--- config.mk ---
export PLATFORM = sky130hd
export DESIGN_NAME = pcs_seq
export DESIGN_NICKNAME = d
export VERILOG_FILES = /design/src/rtl/pcs_pkg.sv /design/src/rtl/pcs_stack.sv /design/src/rtl/pcs_next.sv /design/src/rtl/pcs_seq.sv
export SDC_FILE = /design/constraint.sdc
export NUM_CORES = 1
export LEC_CHECK = 0
export ABC_AREA = 1
export BUFFER_PORTS_ARGS = -buffer_cell sky130_fd_sc_hd__buf_2
export CORE_UTILIZATION = 48
export DETAILED_ROUTE_END_ITERATION = 8
export PLACE_DENSITY = 0.64
export SYNTH_ARGS = -nofsm -noshare
export SYNTH_HDL_FRONTEND = slang
export SYNTH_SLANG_ARGS = --single-unit
--- constraint.sdc ---
create_clock -name clk -period 2.4 [get_ports clk]
set_input_delay 0.12 -clock clk [delete_from_list [all_inputs] [get_ports clk]]
set_output_delay 0.12 -clock clk [all_outputs]
set_load 0.02 [all_outputs]
--- src/rtl/pcs_pkg.sv ---
package pcs_pkg;

   typedef enum logic [1:0] {
      FK_NONE = 2'd0,
      FK_HOLD = 2'd1,
      FK_STEP = 2'd2
   } flush_kind_e;

   typedef struct packed {
      logic call;
      logic ret;
      logic skip;
      logic step;
   } op_bundle_t;

endpackage

--- src/rtl/pcs_stack.sv ---
module pcs_stack #(
   parameter int DEPTH = 8,
   parameter int WIDTH = 13
) (
   input  logic             clk,
   input  logic             rst,
   input  logic             push,
   input  logic             pop,
   input  logic [WIDTH-1:0] push_data,
   output logic [WIDTH-1:0] top
);
   localparam int PTR_W    = (DEPTH > 1) ? $clog2(DEPTH) : 1;
   localparam bit IS_POW2  = (DEPTH == (1 << PTR_W));

   generate
      if (DEPTH < 2) begin : g_bad_depth
         $error("pcs_stack: DEPTH must be at least 2");
      end
      if (WIDTH < 1) begin : g_bad_width
         $error("pcs_stack: WIDTH must be positive");
      end
   endgenerate

   logic [WIDTH-1:0] mem [DEPTH];
   logic [PTR_W-1:0] ptr;
   logic [PTR_W-1:0] ptr_inc;
   logic [PTR_W-1:0] ptr_dec;

   generate
      if (IS_POW2) begin : g_wrap_free
         always_comb begin
            ptr_inc = ptr + 1'b1;
            ptr_dec = ptr - 1'b1;
         end
      end else begin : g_wrap_cmp
         localparam logic [PTR_W-1:0] LAST = PTR_W'(DEPTH - 1);
         always_comb begin
            ptr_inc = (ptr == LAST) ? '0 : ptr + 1'b1;
            ptr_dec = (ptr == '0) ? LAST : ptr - 1'b1;
         end
      end
   endgenerate

   assign top = mem[ptr_dec];

   always_ff @(posedge clk) begin
      if (rst) begin
         ptr <= '0;
      end else if (push) begin
         mem[ptr] <= push_data;
         ptr      <= ptr_inc;
      end else if (pop) begin
         ptr <= ptr_dec;
      end
   end

   AST_PUSH_POP_EXCL: assert property (@(posedge clk) disable iff (rst)
      !(push && pop));
   AST_PUSH_ADVANCE: assert property (@(posedge clk) disable iff (rst)
      push |=> top == $past(push_data));
   AST_POP_RETREAT: assert property (@(posedge clk) disable iff (rst)
      pop |=> ptr_inc == $past(ptr));

endmodule

--- src/rtl/pcs_next.sv ---
module pcs_next
   import pcs_pkg::*;
#(
   parameter int PC_W    = 13,
   parameter int IMM_W   = 11,
   parameter int PAGE_W  = 8,
   parameter int PAGE_LO = 3
) (
   input  logic [PC_W-1:0]   pc,
   input  flush_kind_e       kind,
   input  op_bundle_t        ops,
   input  logic              skip_cond,
   input  logic [IMM_W-1:0]  imm,
   input  logic [PAGE_W-1:0] page_latch,
   input  logic [PC_W-1:0]   stack_top,
   output logic [PC_W-1:0]   pc_nxt,
   output flush_kind_e       kind_nxt,
   output logic              push,
   output logic              pop,
   output logic [PC_W-1:0]   ret_addr
);
   localparam int PG_W = PC_W - IMM_W;

   logic [PC_W-1:0] pc_plus1;
   logic [PC_W-1:0] call_tgt;

   assign pc_plus1 = pc + 1'b1;
   assign ret_addr = pc_plus1;

   generate
      if (PG_W > 0) begin : g_paged
         assign call_tgt = {page_latch[PAGE_LO +: PG_W], imm};
      end else begin : g_flat
         assign call_tgt = imm[PC_W-1:0];
      end
   endgenerate

   always_comb begin
      pc_nxt   = pc;
      kind_nxt = FK_NONE;
      push     = 1'b0;
      pop      = 1'b0;
      unique case (kind)
         FK_HOLD: pc_nxt = pc;
         FK_STEP: pc_nxt = pc_plus1;
         default: begin
            if (ops.call) begin
               pc_nxt   = call_tgt;
               push     = 1'b1;
               kind_nxt = FK_HOLD;
            end else if (ops.ret) begin
               pc_nxt   = stack_top;
               pop      = 1'b1;
               kind_nxt = FK_HOLD;
            end else if (ops.skip) begin
               pc_nxt   = pc_plus1;
               kind_nxt = skip_cond ? FK_STEP : FK_NONE;
            end else if (ops.step) begin
               pc_nxt = pc_plus1;
            end
         end
      endcase
   end

endmodule

--- src/rtl/pcs_seq.sv ---
module pcs_seq
   import pcs_pkg::*;
#(
   parameter int PC_W        = 13,
   parameter int IMM_W       = 11,
   parameter int PAGE_W      = 8,
   parameter int PAGE_LO     = 3,
   parameter int STACK_DEPTH = 8
) (
   input  logic              clk,
   input  logic              rst,
   input  logic              op_next,
   input  logic              op_call,
   input  logic              op_ret,
   input  logic              op_skip,
   input  logic [IMM_W-1:0]  imm,
   input  logic [PAGE_W-1:0] page_latch,
   input  logic              skip_cond,
   output logic [PC_W-1:0]   fetch_addr,
   output logic              flush
);
   localparam int PG_W = PC_W - IMM_W;

   generate
      if (PG_W < 0) begin : g_bad_imm
         $error("pcs_seq: IMM_W must not exceed PC_W");
      end
      if (PAGE_LO + PG_W > PAGE_W) begin : g_bad_page
         $error("pcs_seq: page field lies outside the page latch");
      end
   endgenerate

   logic [PC_W-1:0] pc_q;
   logic [PC_W-1:0] pc_nxt;
   logic [PC_W-1:0] stack_top;
   logic [PC_W-1:0] ret_addr;
   flush_kind_e     kind_q;
   flush_kind_e     kind_nxt;
   op_bundle_t      ops;
   logic            push;
   logic            pop;

   assign ops = '{call: op_call, ret: op_ret, skip: op_skip, step: op_next};

   pcs_next #(
      .PC_W(PC_W), .IMM_W(IMM_W), .PAGE_W(PAGE_W), .PAGE_LO(PAGE_LO)
   ) next_i (
      .pc(pc_q), .kind(kind_q), .ops(ops), .skip_cond(skip_cond),
      .imm(imm), .page_latch(page_latch), .stack_top(stack_top),
      .pc_nxt(pc_nxt), .kind_nxt(kind_nxt), .push(push), .pop(pop),
      .ret_addr(ret_addr)
   );

   pcs_stack #(
      .DEPTH(STACK_DEPTH), .WIDTH(PC_W)
   ) stack_i (
      .clk(clk), .rst(rst), .push(push), .pop(pop),
      .push_data(ret_addr), .top(stack_top)
   );

   always_ff @(posedge clk) begin
      if (rst) begin
         pc_q   <= '0;
         kind_q <= FK_NONE;
      end else begin
         pc_q   <= pc_nxt;
         kind_q <= kind_nxt;
      end
   end

   assign fetch_addr = pc_q;
   assign flush      = (kind_q != FK_NONE);

   AST_FLUSH_SINGLE: assert property (@(posedge clk) disable iff (rst)
      flush |=> !flush);
   AST_CALL_TARGET: assert property (@(posedge clk) disable iff (rst)
      (op_call && !flush) |=> flush &&
         fetch_addr[IMM_W-1:0] == $past(imm));
   AST_RET_TARGET: assert property (@(posedge clk) disable iff (rst)
      (op_ret && !op_call && !flush) |=>
         flush && fetch_addr == $past(stack_top));
   AST_SKIP_TAKEN: assert property (@(posedge clk) disable iff (rst)
      (op_skip && skip_cond && !op_call && !op_ret && !flush) |=>
         flush && fetch_addr == $past(fetch_addr) + 1'b1);
   AST_SKIP_NOT_TAKEN: assert property (@(posedge clk) disable iff (rst)
      (op_skip && !skip_cond && !op_call && !op_ret && !flush) |=>
         !flush);
   AST_FLUSH_NO_PUSH: assert property (@(posedge clk) disable iff (rst)
      flush |-> !push && !pop);

endmodule

==> flow_results.org <==
** Power and ir drop
- In this run the power spent charging and discharging nets is 1.66 mW.
- Clock network power share :: 0.430
- Internal power comes to 4.50 mW.
- The worst-case IR drop observed on VDD is 498 µV.
- Gate power share :: 0.166
- Sequential share of power :: 0.404
- Of the total power, the share spent switching nets is 0.270.
- Static leakage :: slightly above 3 nW
- In this run the power density over the cells is 883 nW/µm².

** Yosys
- Prevailing post-synth register cell :: sky130_fd_sc_hd__edfxtp_1
- Cell variety after synth :: 33
- After synthesis, the share of flip-flops with an asynchronous set or reset is 0.
- Seq/Total Area, Yosys :: 0.579
- Synth top cells by count :: sky130_fd_sc_hd__nand2_1 (202), sky130_fd_sc_hd__edfxtp_1 (104), sky130_fd_sc_hd__inv_1 (104)
- Post-synthesis sequential element count :: around 120
- In this run the mean area of a mapped cell was 9.34 µm².
- Count leader, synth :: sky130_fd_sc_hd__nand2_1
- Number of flops mapped to enable cells by yosys :: 104
- The number of nets handed over by synthesis was 676.
- In this run the cell area of the synthesized design comes to about 6000 µm².
- The share of synthesized area in the top cell type comes to 0.519.
- Synthesis warning total :: 0
- In the post-synthesis netlist, the biggest area contributors are sky130_fd_sc_hd__edfxtp_1 (52%), sky130_fd_sc_hd__nand2_1 (13%), sky130_fd_sc_hd__nand3_1 (6.6%).
- Yosys top cell by area :: sky130_fd_sc_hd__edfxtp_1
- Cell count after synthesis :: around 640

** Drt
- Detailed routing inserted a total of 4,436 vias.
- For this run, the detailed router's first-pass iteration total came to 5.
- Routed wirelength normalized by instance count :: 16.1 µm
- In this run, the number of DRC markers left after iteration 0 of detailed routing was around 320.
- Average via count per standard cell :: 5.09
- Post-DRT Antenna Nets :: 0
- DRC violation count after routing :: 0
- Total Wirelength :: between 10,000 and 15,000 µm

** GRT
- Remaining global-route overflow :: 0
- Maximum number of pins on one net before global-route repair :: 57
- For this run, the total global-route usage over all layers was measured as 0.231.
- Wire length of the first global-routing pass :: 21,900 µm
- The initial antenna violation count was 0.
- The number of global-route vias before repair is about 4,200.

** Layout
- Ant diodes :: 0
- The area growth from synthesis to layout is 16.0%.
- Share of layout cells above drive strength 1 :: 0.176
- Final design area excluding fillers :: 6980 µm²
- At the end of the flow, the number of nets in the layout was 722.
- Filler Cell Count :: about 1,100

** Clock tree
- H-tree levels :: 4
- Hold repair after CTS inserted 3 buffers.
- TritonCTS Buffers :: 17
- Once the clock tree was built, the setup fixing pass inserted 0 buffers.
- Source-to-sink clock delay at the later pin of the worst-skew pair :: 410 ps
- After clock tree synthesis, the repair step resized 0 gates.
- The cell sitting at the root of the clock tree is a sky130_fd_sc_hd__clkbuf_16.
- The clock drives 122 sinks.
- The longest clock path from root to sink contains 2 buffers.
- Clock-pin slew was measured on the worst setup and hold paths at approximately 50 ps.
- TritonCTS clock tree :: yes

** Timing
- Clock skew on the completed layout was measured at between 9 and 10 ps.
- The worst path in the final design needs a cycle of roughly 1900 ps, including I/O delays and setup.
- Setup repair after global routing left no endpoint under its margin.
- Worst Tran Pin Value :: 760 ps
- Setup violators final :: 0
- In the finished design, the share of the clock period the worst path needs comes to 0.798.
- The number of slew-limit violations in the final report came to 0.
- Measured against its own limit, the worst slew margin works out to 0.492.
- Timing would allow up to 522 MHz.
- Setup total negative slack on the finished layout was measured at 0 ps.
- Final number of hold-violating endpoints :: 0

** Placed design
- Quantity of I/O buffers inserted on ports :: 33
- Half-perimeter wire length of the detailed placement result :: approximately 8600 µm
- At the end of routability-driven placement, the weighted congestion stood at roughly 0.82.
- Placed inst area :: 6330 µm²

** Setup path
- Critical path data arrival time :: 2010 ps
- Worst flop-to-flop path startpoint :: kind_q[0]
- The worst setup path is captured at a register.
- Critical path required time :: ~2500 ps
- Critical path capture point :: stack_i.mem[0][12]
- For flop-to-flop paths, the worst setup slack is roughly 490 ps.
- The critical path starts at kind_q[0].
- Nature of the critical path startpoint :: register
- The endpoint identified for the worst register-to-register timing path is stack_i.mem[0][12].
- The worst setup path is of the register to register kind.
- Crit-path max FO :: 13
- For the worst flop-to-flop path, the logic depth is 8.

** Floorplan
- Horiz. Die Dim :: about 110 µm
- From bottom edge to top edge, the die measures 114 µm.
- Core footprint :: 12,100 µm²
- 40 I/O pins were placed.
- In this run the core area contains 40 standard-cell rows.
- Full die area :: 13,000 µm²
- Effective utilization at floorplan :: 0.497

** Min path
- In this run the worst hold path is classified as primary input to register.

** Outcome
- The flow ran to the end, and the final reports show no timing, DRC or antenna violations.

** Flow run
- Max-capacitance violation count :: 0
routing by layer:
metal | track usage | share of wire
met4 | 0.102 | 0.024
met2 | 0.402 | 0.50
met3 | 0.0414 | 0.049
met1 | 0.281 | 0.43
met5 | 0 | 0
sequential cells by signal, indices dropped and copies added, names as in the netlist:
signal       count
fetch_addr      13
stack_i.ptr      3
kind_q           2
stack_i.mem    104
final cells by class:
class / count / area (µm²) / share of cell area
inverter: 108 / 408 / 0.0585
clock buffer: 19 / 443 / 0.0635
sequential: 122 / 3480 / 0.500
clock inverter: 13 / 175 / 0.0251
timing repair buffer: 54 / 330 / 0.0474
multi-input combinational: 387 / 1920 / 0.276
tap: 168 / 210 / 0.0301
placed cells by master, fill, tap and decap left out, types with 2 or more instances in the layout:
master                          count
sky130_fd_sc_hd__nor3_1             2
sky130_fd_sc_hd__o21ai_1            2
sky130_fd_sc_hd__dfxtp_1           17
sky130_fd_sc_hd__or2_2              2
sky130_fd_sc_hd__buf_4             18
sky130_fd_sc_hd__and2_1             3
sky130_fd_sc_hd__nand2_1          202
sky130_fd_sc_hd__edfxtp_1         104
sky130_fd_sc_hd__ha_1               6
sky130_fd_sc_hd__xor2_2             3
sky130_fd_sc_hd__o21ai_0           13
sky130_fd_sc_hd__inv_2              3
sky130_fd_sc_hd__nand3_1           79
sky130_fd_sc_hd__buf_2             33
sky130_fd_sc_hd__dlygate4sd3_1      3
sky130_fd_sc_hd__nand4_1            4
sky130_fd_sc_hd__nor2_4             4
sky130_fd_sc_hd__nand2_2            4
sky130_fd_sc_hd__xor2_1             5
sky130_fd_sc_hd__bufinv_16          4
sky130_fd_sc_hd__nand3_2           10
sky130_fd_sc_hd__nor2_1            19
sky130_fd_sc_hd__clkbuf_16         17
sky130_fd_sc_hd__clkinvlp_4         3
sky130_fd_sc_hd__inv_1            104
sky130_fd_sc_hd__a21oi_1           12
sky130_fd_sc_hd__nor2_2             3
sky130_fd_sc_hd__a21oi_2            9
sky130_fd_sc_hd__clkinv_2           4
worst max-delay path, cell delays in order (launching register included):
cell and delay, ps:
sky130_fd_sc_hd__dfxtp_1 330, sky130_fd_sc_hd__inv_1 70, sky130_fd_sc_hd__ha_1 330, sky130_fd_sc_hd__inv_1 100
sky130_fd_sc_hd__nand2_1 90, sky130_fd_sc_hd__nor2_1 130, sky130_fd_sc_hd__nand2_1 120, sky130_fd_sc_hd__nor2_1 150
sky130_fd_sc_hd__buf_4 280
cell families (layout without fill, tap and decap cells):
group / Yosys count / after routing / share of synthesized area
AOI/OAI and AO/OA: 38 / 38 / 0.0381
xor gates and xnor gates: 9 / 9 / 0.0181
adders and majority gates: 6 / 6 / 0.0125
buffers and inverters: 135 / 194 / 0.101
DFF: 122 / 122 / 0.579
and+or+nand+nor: 334 / 334 / 0.251
how the worst min path moves through the flow:
stage	slack (ps)	depth (start not counted)	from	end
final	50	4	op_ret	kind_q[1]
after floorplan	190	1	rst	stack_i.ptr[2]
after global routing	60	4	op_ret	kind_q[1]
after global placement	360	2	rst	stack_i.ptr[2]
after detailed placement	350	2	rst	stack_i.ptr[2]
after CTS	40	4	op_ret	kind_q[1]
per-stage QoR:
stage | setup slack [ps] | utilization | instances | power (mW) | hold slack (ps)
after floorplan | 416 | - | 644 | 3.27 | 189
after global placement | 513 | 0.522 | 836 | 3.52 | 355
after detailed placement | 512 | 0.522 | 836 | 3.55 | 354
after CTS | 470 | 0.576 | 871 | 6.19 | 35.2
after global routing | 298 | 0.576 | 871 | 6.37 | 57.2
final | 486 | 0.576 | 871 | 6.16 | 46.1
power by group through the flow:
stage | clock [mW] | sequential (mW) | combinational (mW)
2_1_floorplan | 0 | 2.55 | 0.718
3_3_place_gp | 0 | 2.53 | 0.991
3_5_place_dp | 0 | 2.53 | 1.01
4_1_cts | 2.67 | 2.49 | 1.03
5_1_grt | 2.75 | 2.50 | 1.13
6_report | 2.65 | 2.49 | 1.02
Power figures use the tool's default switching activity.
